$ cat src/rtl/tod_pkg.sv
package tod_pkg;
    localparam int NS_W     = 44;
    localparam int FRAC_W   = 28;
    localparam int STEP_W   = 32;
    localparam int DATA_W   = 32;
    localparam int ACC_W    = NS_W + FRAC_W;
    localparam int LOW_W    = 4;
    localparam int MID_W    = 32;
    localparam int TOP_W    = NS_W - LOW_W - MID_W;
    localparam int TOP_WR_LSB = 8;

    typedef enum logic [1:0] {
        W_LOW  = 2'd0,
        W_MID  = 2'd1,
        W_TOP  = 2'd2,
        W_STEP = 2'd3
    } word_e;

    typedef struct packed {
        logic [NS_W-1:0]   ns;
        logic [FRAC_W-1:0] frac;
    } acc_t;
endpackage

$ cat src/rtl/tod_accum.sv
module tod_accum
    import tod_pkg::*;
(
    input  logic              clk,
    input  logic              rst,
    input  logic [STEP_W-1:0] step,
    input  logic              ld_low,
    input  logic              ld_mid,
    input  logic              ld_top,
    input  logic [LOW_W-1:0]  low_val,
    input  logic [MID_W-1:0]  mid_val,
    input  logic [TOP_W-1:0]  top_val,
    output logic [NS_W-1:0]   time_ns
);
    acc_t acc_d, acc_q;
    logic [ACC_W-1:0] sum;

    always_comb begin
        sum   = acc_q + ACC_W'(step);
        acc_d = acc_q;
        if (ld_low || ld_mid || ld_top) begin
            if (ld_low) begin
                acc_d.ns[LOW_W-1:0] = low_val;
                acc_d.frac          = '0;
            end
            if (ld_mid) acc_d.ns[LOW_W+MID_W-1:LOW_W] = mid_val;
            if (ld_top) acc_d.ns[NS_W-1:LOW_W+MID_W]  = top_val;
        end else begin
            acc_d = acc_t'(sum);
        end
    end

    always_ff @(posedge clk) begin
        if (rst) acc_q <= '0;
        else     acc_q <= acc_d;
    end

    assign time_ns = acc_q.ns;

    // zero step without a write freezes the time
    p_freeze_r5: assert property (@(posedge clk) disable iff (rst)
        (step == '0 && !ld_low && !ld_mid && !ld_top) |=> $stable(acc_q));

    // low load lands in its bits and clears the fraction
    p_low_load_r6: assert property (@(posedge clk) disable iff (rst)
        ld_low |=> (acc_q.ns[LOW_W-1:0] == $past(low_val)) && (acc_q.frac == '0));

    // a middle-only write leaves the low and top fields alone
    p_mid_keep_r7: assert property (@(posedge clk) disable iff (rst)
        (ld_mid && !ld_low && !ld_top) |=>
        (acc_q.ns[LOW_W-1:0] == $past(acc_q.ns[LOW_W-1:0])) &&
        (acc_q.ns[NS_W-1:LOW_W+MID_W] == $past(acc_q.ns[NS_W-1:LOW_W+MID_W])));

    // top load lands in the top bits
    p_top_load_r8: assert property (@(posedge clk) disable iff (rst)
        ld_top |=> acc_q.ns[NS_W-1:LOW_W+MID_W] == $past(top_val));
endmodule

$ cat src/rtl/tod_regif.sv
module tod_regif
    import tod_pkg::*;
#(
    parameter logic [STEP_W-1:0] STEP_RST = 32'h8000_0000
) (
    input  logic              clk,
    input  logic              rst,
    input  logic              wr_en,
    input  logic              rd_en,
    input  logic [1:0]        reg_word,
    input  logic [DATA_W-1:0] wr_data,
    input  logic [NS_W-1:0]   time_ns,
    output logic [DATA_W-1:0] rd_data,
    output logic [STEP_W-1:0] step,
    output logic              ld_low,
    output logic              ld_mid,
    output logic              ld_top,
    output logic [LOW_W-1:0]  low_val,
    output logic [MID_W-1:0]  mid_val,
    output logic [TOP_W-1:0]  top_val
);
    typedef struct packed {
        logic [STEP_W-1:0] step;
        logic [MID_W-1:0]  shadow;
        logic              shadow_vld;
    } regs_t;

    regs_t r_d, r_q;
    word_e sel;
    logic  [MID_W-1:0] mid_live;

    assign sel      = word_e'(reg_word);
    assign mid_live = time_ns[LOW_W+MID_W-1:LOW_W];
    assign ld_low   = wr_en && (sel == W_LOW);
    assign ld_mid   = wr_en && (sel == W_MID);
    assign ld_top   = wr_en && (sel == W_TOP);
    assign low_val  = wr_data[LOW_W-1:0];
    assign mid_val  = wr_data;
    assign top_val  = wr_data[TOP_WR_LSB+TOP_W-1:TOP_WR_LSB];
    assign step     = r_q.step;

    always_comb begin
        r_d = r_q;
        if (wr_en && sel == W_STEP) r_d.step = wr_data;
        if (rd_en && sel == W_TOP) begin
            r_d.shadow     = mid_live;
            r_d.shadow_vld = 1'b1;
        end else if (rd_en && sel == W_MID) begin
            r_d.shadow_vld = 1'b0;
        end
        if (ld_low || ld_mid || ld_top) r_d.shadow_vld = 1'b0;
    end

    always_comb begin
        rd_data = '0;
        case (sel)
            W_LOW:   rd_data[LOW_W-1:0] = time_ns[LOW_W-1:0];
            W_MID:   rd_data = r_q.shadow_vld ? r_q.shadow : mid_live;
            W_TOP:   rd_data[TOP_W-1:0] = time_ns[NS_W-1:LOW_W+MID_W];
            default: rd_data = r_q.step;
        endcase
    end

    always_ff @(posedge clk) begin
        if (rst) begin
            r_q.step       <= STEP_RST;
            r_q.shadow     <= '0;
            r_q.shadow_vld <= 1'b0;
        end else begin
            r_q <= r_d;
        end
    end

    // upper bits of the top-field read are zero
    p_top_rd_zero_r8: assert property (@(posedge clk) disable iff (rst)
        (rd_en && sel == W_TOP) |-> rd_data[DATA_W-1:TOP_W] == '0);

    // a top-field read captures the live middle field
    p_shadow_cap_r10: assert property (@(posedge clk) disable iff (rst)
        (rd_en && sel == W_TOP && !wr_en) |=>
        (r_q.shadow == $past(mid_live)) && r_q.shadow_vld);

    // a step write is stored for the next edge
    p_step_load_r11: assert property (@(posedge clk) disable iff (rst)
        (wr_en && sel == W_STEP) |=> step == $past(wr_data));
endmodule

$ cat src/rtl/tod_nco_counter.sv
module tod_nco_counter
    import tod_pkg::*;
#(
    parameter logic [31:0] STEP_RST = 32'h8000_0000
) (
    input  logic        clk,
    input  logic        rst,
    input  logic        wr_en,
    input  logic        rd_en,
    input  logic [1:0]  reg_word,
    input  logic [31:0] wr_data,
    output logic [31:0] rd_data,
    output logic [43:0] time_ns
);
    logic [STEP_W-1:0] step;
    logic              ld_low, ld_mid, ld_top;
    logic [LOW_W-1:0]  low_val;
    logic [MID_W-1:0]  mid_val;
    logic [TOP_W-1:0]  top_val;

    tod_regif #(.STEP_RST(STEP_RST)) u_regif (
        .clk(clk), .rst(rst), .wr_en(wr_en), .rd_en(rd_en),
        .reg_word(reg_word), .wr_data(wr_data), .time_ns(time_ns),
        .rd_data(rd_data), .step(step), .ld_low(ld_low), .ld_mid(ld_mid),
        .ld_top(ld_top), .low_val(low_val), .mid_val(mid_val), .top_val(top_val)
    );

    tod_accum u_accum (
        .clk(clk), .rst(rst), .step(step), .ld_low(ld_low), .ld_mid(ld_mid),
        .ld_top(ld_top), .low_val(low_val), .mid_val(mid_val),
        .top_val(top_val), .time_ns(time_ns)
    );

    // the 8 ns nominal step from the all-ones value wraps to 7
    p_wrap_r4: assert property (@(posedge clk) disable iff (rst)
        (time_ns == 44'hFFF_FFFF_FFFF && step == 32'h8000_0000 &&
         !ld_low && !ld_mid && !ld_top) |=> time_ns == 44'd7);
endmodule

$ cat config.mk
export PLATFORM = sky130hd
export DESIGN_NAME = tod_nco_counter
export DESIGN_NICKNAME = d
export VERILOG_FILES = /design/src/rtl/tod_pkg.sv /design/src/rtl/tod_accum.sv /design/src/rtl/tod_regif.sv /design/src/rtl/tod_nco_counter.sv
export SDC_FILE = /design/constraint.sdc
export NUM_CORES = 1
export LEC_CHECK = 0
export ABC_CLOCK_PERIOD_IN_PS = 4000
export BUFFER_PORTS_ARGS = -buffer_cell sky130_fd_sc_hd__buf_2
export CORE_ASPECT_RATIO = 1.5
export CORE_UTILIZATION = 30
export DETAILED_ROUTE_END_ITERATION = 8
export GPL_ROUTABILITY_DRIVEN = 1
export PLACE_DENSITY = 0.56
export SYNTH_ARGS = -nofsm -noshare
export SYNTH_HDL_FRONTEND = slang
export SYNTH_HIERARCHICAL = 1
export SYNTH_SLANG_ARGS = --single-unit
export TNS_END_PERCENT = 10
$ cat constraint.sdc
create_clock -name clk -period 4 [get_ports clk]
set_input_delay 0.8 -clock clk [delete_from_list [all_inputs] [get_ports clk]]
set_output_delay 0.8 -clock clk [all_outputs]
set_load 0.1 [all_outputs]
==> results of run 1 <==
-- layout by cell type (no fill, tap or decap), drive strengths merged, types with 7 or more instances in the layout --
| cell type | instances |
|---|---|
| ha | 32 |
| nand3 | 38 |
| nor2 | 64 |
| mux2 | 9 |
| xnor2 | 17 |
| and3 | 32 |
| a31oi | 28 |
| buf | 157 |
| a21oi | 121 |
| nor4 | 7 |
| nand4 | 23 |
| a211oi | 13 |
| nand2 | 224 |
| inv | 24 |
| and2 | 36 |
| dfxtp | 137 |
| xor2 | 15 |
| o211ai | 10 |
| or4 | 7 |
| a21o | 18 |
| clkbuf | 19 |
| o311ai | 7 |
| nor3 | 10 |
| o21ai | 60 |
| mux2i | 34 |
| or3 | 14 |
| and4 | 8 |
-- cell families after synthesis --
kind of cell,Yosys count
AND/OR/NAND/NOR,489
flip-flops,137
XOR/XNOR,32
adder cells (fa/ha/maj),33
AO/OA/AOI/OAI,322
buffers and inverters,219
multiplexers,47
-- routing by layer --
layer  part of all wire (%)  up-vias  track usage, %
li1                       -     4393               -
met1                     39     4528            25.3
met2                     51      376            39.8
met3                    5.1      111            3.99
met4                    5.4        0            13.2
met5                      0        -               0
-- per-stage QoR --
step	cells	area [sq um]	hold slack [ns]	setup slack (ns)
detailed placement	1651	9870	0.448	0.356
global route	1683	10500	0.472	0.0102
floorplan	1279	9690	0.429	-0.0439
global placement	1651	9870	0.442	0.392
finish	1683	10500	0.452	0.266
CTS	1683	10500	0.456	0.319
-- final cells by class --
| type | count | area share, % |
|---|---|---|
| clock inverter | 13 | 1.40 |
| clock buffer | 19 | 4.32 |
| timing repair buffer | 157 | 8.58 |
| sequential | 137 | 26.2 |
| multi-input combinational | 923 | 53.7 |
| tap | 410 | 4.90 |
| inverter | 24 | 0.860 |
-- worst min-delay path, stage by stage, from the launching register on --
cell and delay (ns):
dfxtp_1 0.31, nand2_1 0.05, a21oi_1 0.05
-- power by group through the flow --
stage                     Clock [W]  Sequential (W)  Combinational [W]
after floorplan                   0         0.00147           0.000598
after global placement            0         0.00151           0.000714
after global routing        0.00172         0.00149           0.000758
final                       0.00163         0.00148           0.000721
after CTS                   0.00167         0.00148           0.000717
after detailed placement          0         0.00151           0.000714
-- worst min path at each step --
stage                      startpoint           endpoint  slack [ns]  depth (start not counted)
floorplan           u_accum/acc_q[14]  u_accum/acc_q[14]        0.43                          2
global placement      u_regif/r_q[23]    u_regif/r_q[23]        0.44                          2
detailed placement    u_regif/r_q[11]    u_regif/r_q[11]        0.45                          2
CTS                   u_regif/r_q[11]    u_regif/r_q[11]        0.46                          2
global route          u_regif/r_q[27]    u_regif/r_q[27]        0.47                          2
finish                u_regif/r_q[31]    u_regif/r_q[31]        0.45                          2
-- flip-flops by register name (all words and copies together), names as in the netlist --
name,flops
u_accum/acc_q,28
u_regif/step,32
u_accum/time_ns,44
u_regif/r_q,33
-- Yosys cell counts, types with 28 or more instances --
master,instances
and2_1,35
ha_1,32
a31oi_1,28
clkbuf_1,51
nand3_1,37
dfxtp_1,137
nor2_1,64
mux2i_1,34
a21oi_1,121
buf_4,126
nand2_1,224
o21ai_0,58
and3_1,32
==> qor.csv, run 1 <==
metric,value,unit
status,"finished, final reports clean",
synth_xor_area_share,2.89,%
path_cells,"ha_1, inv_1, fa_1, nand2b_1, a21oi_1, o21ai_1, a211oi_1, o2111ai_1, buf_4, a2111oi_0, buf_4, a21oi_1, a21boi_0",
fill_cells,3462,
ys_types,77,
synth_top_area_cell,dfxtp_1,
synthMuxAreaShare,5.64,%
p_comb_share,18.8,%
dr.pass1.iters,5,
cp_max_fo,6,
die_x,149,microns
p_int,0.00254,W
grt_use_total,22.7,%
grt_pass1_vias,9072,
yosys-top-cells-area,"dfxtp_1 28%, buf_4 9.8%, nand2_1 8.7%, a21oi_1 6.3%, ha_1 4.1%",
synth-async-reset-ratio,0,%
r2r_slack,0.27,ns
critical_path_class,reg2reg,
synthAdderAreaFrac,4.34,%
netlist_area,9690,sq um
worstSkewPairLatency,0.45,ns
max_freq,268,MHz
p_sw_share,33.7,%
nets,1331,
clock_power_share,42.6,%
post_cts_buffers,0,
critPathRequiredTime,4.33,ns
syn2layout_area_growth,8.10,%
fin_crit_sh,93.4,%
postSynthCellCount,1279,
syn_avg_cell_area,7.58,sq um
dieArea,33000,sq um
synth-seq-cells,137,
antenna_found_initial,0,
drv_slew,0,
n_antenna_cell,0,
slowest_delay,0.73,ns
p_per_area,366,nW/um^2
synth_edf_count,0,
final-hold-violation-count,0,
fin_total_pwr,0.00383,W
r2r_cells,13,
ir_drop,0.000328,V
port_buffers,113,
ioPinCount,114,
cts_tree,yes,
drcViolationCount,0,
place_hpwl,28300,microns
grt_overflow,0,
multi_input_area,5630,sq um
routabilityCongestion,0.935,
grt_max_degree,57,
p_switching,0.00129,W
start_util,30.4,%
fp-row-count,80,
cts-htree-levels,4,
synth_simple_gate_area_share,24.2,%
crit_end,u_accum/time_ns[28],
drive_above_1_share,16.9,%
grt_pass1_wl,55600,microns
rsz0062_at_grt,false,
utilization,32.9,%
seq_area_frac_synth,28.3,%
critPathTopFamily,compound AO/OA/AOI/OAI gates,
setup_tns,0,ns
vias_per_cell,5.59,
p_seq_share,38.6,%
clk_pin_slew,0.06,ns
die_y,222,microns
skew,0.00602,ns
setup_violations,0,
rr_startpoint,u_regif/step[0],
start_kind,register,
cts_buffer_depth,2,
tightest_slew,0.932,ns
cts_sinks,137,
synth_top_flop_cell,dfxtp_1,
endpoint_kind,register,
synth-compound-area-share,20.9,%
seq_area,2740,sq um
finalWirelength,37200,microns
cp_slowest_cell,a2111oi_0,
hold_buffers,0,
clock-root-buffer,clkbuf_16,
synth_top_area_share,28.3,%
p_leak,4.14,nW
path_buf_inv,3,
drt-initial-drc-count,827,
worst_r2r_endpoint,u_accum/time_ns[28],
cp.arrival,4.07,ns
core_region_area,31800,sq um
synth_top_family_by_area,simple AND/OR/NAND/NOR gates,
fin_crit,3.73,ns
syn_nets,1350,
hp-class,reg2reg,
via_count,9408,
wl_per_cell,22.1,microns
cp_num_cells,13,
ys_warn_count,6,
postRouteAntennaNets,0,
cts_made_buffers,17,
cts.repair.resized,0,
critPathLaunch,u_regif/step[0],
cap_violations,0,
slew-limit-headroom,37.6,%
Power figures use the tool's default switching activity.
==> run 2, diff against run 1 <==
Settings changed: CTS_BUF_LIST from default to sky130_fd_sc_hd__clkbuf_8, CTS_CLUSTER_SIZE from default to 25.
==> qor.csv, run 2 (synthesized netlist as in run 1, its figures left out) <==
metric,value,unit,change
grt_overflow,0,,unchanged
endpoint_kind,register,,unchanged
start_util,30.4,%,unchanged
nets,1331,,unchanged
final-hold-violation-count,0,,unchanged
cts_buffer_depth,2,,unchanged
post_cts_buffers,0,,unchanged
setup_violations,0,,unchanged
critPathRequiredTime,4.39,ns,was 4.33 ns
n_antenna_cell,0,,unchanged
cap_violations,0,,unchanged
ir_drop,0.000236,V,was 0.000328 V
cts_made_buffers,17,,unchanged
tightest_slew,0.927,ns,was 0.932 ns
largest_reg_flops,44,,unchanged
grt_pass1_vias,9059,,was 9072
port_buffers,113,,unchanged
max_freq,267,MHz,was 268 MHz
final_cell_mix,"224 x nand2_1, 136 x dfxtp_1, 121 x a21oi_1, 112 x buf_2, 64 x nor2_1",,unchanged
die_x,149,microns,unchanged
dieArea,33000,sq um,unchanged
hold_buffers,0,,unchanged
drcViolationCount,0,,unchanged
via_count,9312,,was 9408
dpl_worst_slack,0.356,ns,unchanged
postRouteAntennaNets,0,,unchanged
cp_max_fo,6,,unchanged
ioPinCount,114,,unchanged
antenna_found_initial,0,,unchanged
drt-initial-drc-count,835,,was 827
p_per_area,333,nW/um^2,was 366 nW/um^2
syn2layout_area_growth,6.12,%,was 8.10%
setup_tns,0,ns,unchanged
cp.arrival,4.13,ns,was 4.07 ns
fill_cells,3480,,was 3462
cts.repair.resized,0,,unchanged
core_region_area,31800,sq um,unchanged
place_hpwl,28300,microns,unchanged
worstSkewPairLatency,0.51,ns,was 0.45 ns
grt_use_total,22.6,%,was 22.7%
hp-class,reg2reg,,unchanged
final_common_cell,nand2_1,,unchanged
drive_above_1_share,16.9,%,unchanged
fin_crit,3.75,ns,was 3.73 ns
critical_path_class,reg2reg,,unchanged
p_leak,4.06,nW,was 4.14 nW
clock-root-buffer,clkbuf_8,,was clkbuf_16
timing.final.ws_setup,0.252,ns,was 0.266 ns
holdWs,0.455,ns,was 0.452 ns
routabilityCongestion,0.935,,unchanged
cts_tree,yes,,unchanged
fin_crit_sh,93.7,%,was 93.4%
cts_sinks,137,,unchanged
wl_per_cell,22.2,microns,was 22.1 microns
slew-limit-headroom,38.0,%,was 37.6%
fp-row-count,80,,unchanged
clk_pin_slew,0.08,ns,was 0.06 ns
skew,0.0131,ns,was 0.00602 ns
status,"finished, final reports clean",,unchanged
drv_slew,0,,unchanged
grt_max_degree,57,,unchanged
cts-htree-levels,4,,unchanged
finalWirelength,37300,microns,was 37200 microns
vias_per_cell,5.53,,was 5.59
start_kind,register,,unchanged
dr.pass1.iters,5,,unchanged
grt_pass1_wl,55700,microns,was 55600 microns
die_y,222,microns,unchanged
rsz0062_at_grt,false,,unchanged
run 2: routing by layer:
layer | up-vias | GRT usage [%] | share of wire [%]
met5 | - | 0 | 0
met4 | 0 | 12.1 | 5.2
met3 | 98 | 3.91 | 5.2
met2 | 360 | 40.3 | 51
met1 | 4472 | 25.3 | 39
li1 | 4382 | - | -
run 2: path summary, 6_finish.rpt:
check | startpoint | endpoint | slack [ns] | cells past startpoint
min | u_regif/r_q[31] | u_regif/r_q[31] | 0.46 | 2
max reg2reg | u_regif/step[0] | u_accum/time_ns[28] | 0.25 | 13
min reg2reg | u_regif/r_q[31] | u_regif/r_q[31] | 0.46 | 2
max | u_regif/step[0] | u_accum/time_ns[28] | 0.25 | 13
run 2: where the power goes:
group	switching [W]	internal [W]	total, W
logic	0.000546	0.000175	0.000721
clock network	0.000631	0.000589	0.00122
registers	0.0000692	0.00141	0.00148
total	0.00125	0.00217	0.00342
run 2: per-stage QoR:
stage / instances / utilization [%] / power, W / area [sq um]
2_1_floorplan: 1279 / - / 0.00207 / 9690
3_3_place_gp: 1651 / 31.0 / 0.00222 / 9870
3_5_place_dp: 1651 / 31.0 / 0.00222 / 9870
4_1_cts: 1683 / 32.3 / 0.00345 / 10300
5_1_grt: 1683 / 32.3 / 0.00355 / 10300
6_report: 1683 / 32.3 / 0.00342 / 10300
run 2: area by class of cell:
type                    count  area, sq um  area share [%]
clock buffers              19          262            2.54
clock inverters            13          146            1.42
inverters                  24         90.1           0.876
multi-input cells         923         5630            54.7
flip-flops and latches    137         2740            26.7
well taps                 410          513            4.99
repair buffers            157          898            8.74
run 2: worst max-delay path, cell delays in order, from the launching register on:
cell,delay (ns)
dfxtp_1,0.36
ha_1,0.18
inv_1,0.06
fa_1,0.39
nand2b_1,0.18
a21oi_1,0.23
o21ai_1,0.25
a211oi_1,0.48
o2111ai_1,0.17
buf_4,0.19
a2111oi_0,0.74
buf_4,0.24
a21oi_1,0.06
a21boi_0,0.13
==> run 3, diff against run 2 <==
Settings changed: PLACE_DENSITY 0.56 to 0.43.
==> qor.csv, run 3 (synthesized netlist as in run 1, its figures left out) <==
metric,value,unit,change
drt-initial-drc-count,796,,was 835
final_area,10300,sq um,about the same
cp_max_fo,6,,unchanged
grt_use_total,23.2,%,was 22.6%
cts.repair.resized,0,,unchanged
tightest_slew,0.844,ns,was 0.927 ns
ioPinCount,114,,unchanged
final_common_cell,nand2_1,,unchanged
fp-row-count,80,,unchanged
vias_per_cell,5.50,,was 5.53
routabilityCongestion,0.913,,was 0.935
rr_startpoint,u_regif/step[0],,unchanged
p_sw_share,34.8,%,was 36.4%
dieArea,33000,sq um,unchanged
place_hpwl,28200,microns,was 28300 microns
critPathRequiredTime,4.39,ns,about the same
nets,1323,,was 1331
wl_per_cell,22.7,microns,was 22.2 microns
max_freq,275,MHz,was 267 MHz
clock_power_share,37.8,%,was 35.7%
hp-start,u_regif/r_q[22],,was u_regif/r_q[31]
p_int,0.00231,W,was 0.00217 W
setup_tns,0,ns,unchanged
antenna_found_initial,0,,unchanged
rsz0062_at_grt,false,,unchanged
hold_buffers,0,,unchanged
skew,0.0172,ns,was 0.0131 ns
cts_sinks,137,,unchanged
dr.pass1.iters,7,,was 5
via_count,9215,,was 9312
final-hold-violation-count,0,,unchanged
place_area,9840,sq um,was 9870 sq um
final_cell_mix,"223 x nand2_1, 136 x dfxtp_1, 121 x a21oi_1, 112 x buf_2, 64 x nor2_1",,"was 224 x nand2_1, 136 x dfxtp_1, 121 x a21oi_1, 112 x buf_2, 64 x nor2_1"
die_x,149,microns,unchanged
p_per_area,344,nW/um^2,was 333 nW/um^2
drcViolationCount,0,,unchanged
clock-root-buffer,clkbuf_8,,unchanged
largest_reg_flops,44,,unchanged
p_seq_share,41.8,%,was 43.2%
n_antenna_cell,0,,unchanged
cts-htree-levels,4,,unchanged
slew-limit-headroom,43.1,%,was 38.0%
holdWs,0.456,ns,was 0.455 ns
syn2layout_area_growth,6.20,%,was 6.12%
finalWirelength,38100,microns,was 37300 microns
setup_violations,0,,unchanged
start_kind,register,,unchanged
cp.arrival,4.02,ns,was 4.13 ns
cts_made_buffers,17,,unchanged
p_leak,4.06,nW,about the same
postRouteAntennaNets,0,,unchanged
grt_overflow,0,,unchanged
port_buffers,113,,unchanged
cts_tree,yes,,unchanged
fin_crit,3.63,ns,was 3.75 ns
ir_drop,0.000220,V,was 0.000236 V
p_switching,0.00123,W,was 0.00125 W
start_util,30.4,%,unchanged
cap_violations,0,,unchanged
cts_buffer_depth,2,,unchanged
fin_crit_sh,90.8,%,was 93.7%
critPathLaunch,u_regif/step[0],,unchanged
drive_above_1_share,16.4,%,was 16.9%
drv_slew,0,,unchanged
critical_path_class,reg2reg,,unchanged
die_y,222,microns,unchanged
grt_pass1_wl,56500,microns,was 55700 microns
status,"finished, final reports clean",,unchanged
endpoint_kind,register,,unchanged
p_comb_share,20.3,%,was 21.1%
worstSkewPairLatency,0.50,ns,was 0.51 ns
clk_pin_slew,0.08,ns,about the same
grt_pass1_vias,8899,,was 9059
core_region_area,31800,sq um,unchanged
hp-class,reg2reg,,unchanged
grt_max_degree,88,,was 57
post_cts_buffers,0,,unchanged
## run 3: cell type report
cell class | instances | area, sq um
clock buffer | 20 | 275
clock inverter | 12 | 173
fill | 3504 | 21500
inverter | 24 | 90.1
multi-input combinational | 923 | 5630
sequential | 137 | 2740
tap | 410 | 513
timing repair buffer | 149 | 863
## run 3: worst max-delay path, stage by stage (launching register included)
cell and delay, ns:
dfxtp_1 0.38, ha_1 0.18, inv_1 0.06, fa_1 0.41
nand2b_1 0.18, a21oi_1 0.23, o21ai_1 0.20, a211oi_1 0.48
o2111ai_1 0.37, a21oi_1 0.51, a21boi_0 0.16, o311a_1 0.35
## run 3: path summary, 6_finish.rpt
check / to / slack, ns / cells after the start
max: u_accum/time_ns[36] / 0.37 / 11
min: u_regif/r_q[22] / 0.46 / 2
max reg2reg: u_accum/time_ns[36] / 0.37 / 11
min reg2reg: u_regif/r_q[22] / 0.46 / 2
## run 3: through the flow
stage | cells | setup WS [ns] | utilization [%] | power (W)
floorplan | 1279 | -0.0439 | - | 0.00207
global placement | 1643 | 0.532 | 30.9 | 0.00223
detailed placement | 1643 | 0.506 | 30.9 | 0.00223
CTS | 1675 | 0.451 | 32.3 | 0.00358
global route | 1675 | 0.141 | 32.3 | 0.00367
finish | 1675 | 0.370 | 32.3 | 0.00354
## run 3: per-layer routing
layer | global-route usage (%) | share of wire [%] | wire, microns
met2 | 40.6 | 50 | 19100
met3 | 3.56 | 4.0 | 1520
met4 | 10.6 | 4.1 | 1560
met5 | 0 | 0 | 0
met1 | 27.6 | 42 | 15900
## run 3: power groups by stage
stage	registers, W	logic, W	clock network [W]
after CTS	0.00148	0.000719	0.00138
after global placement	0.00151	0.000717	0
after detailed placement	0.00151	0.000717	0
after floorplan	0.00147	0.000598	0
final	0.00148	0.000719	0.00134
after global routing	0.00149	0.000758	0.00143
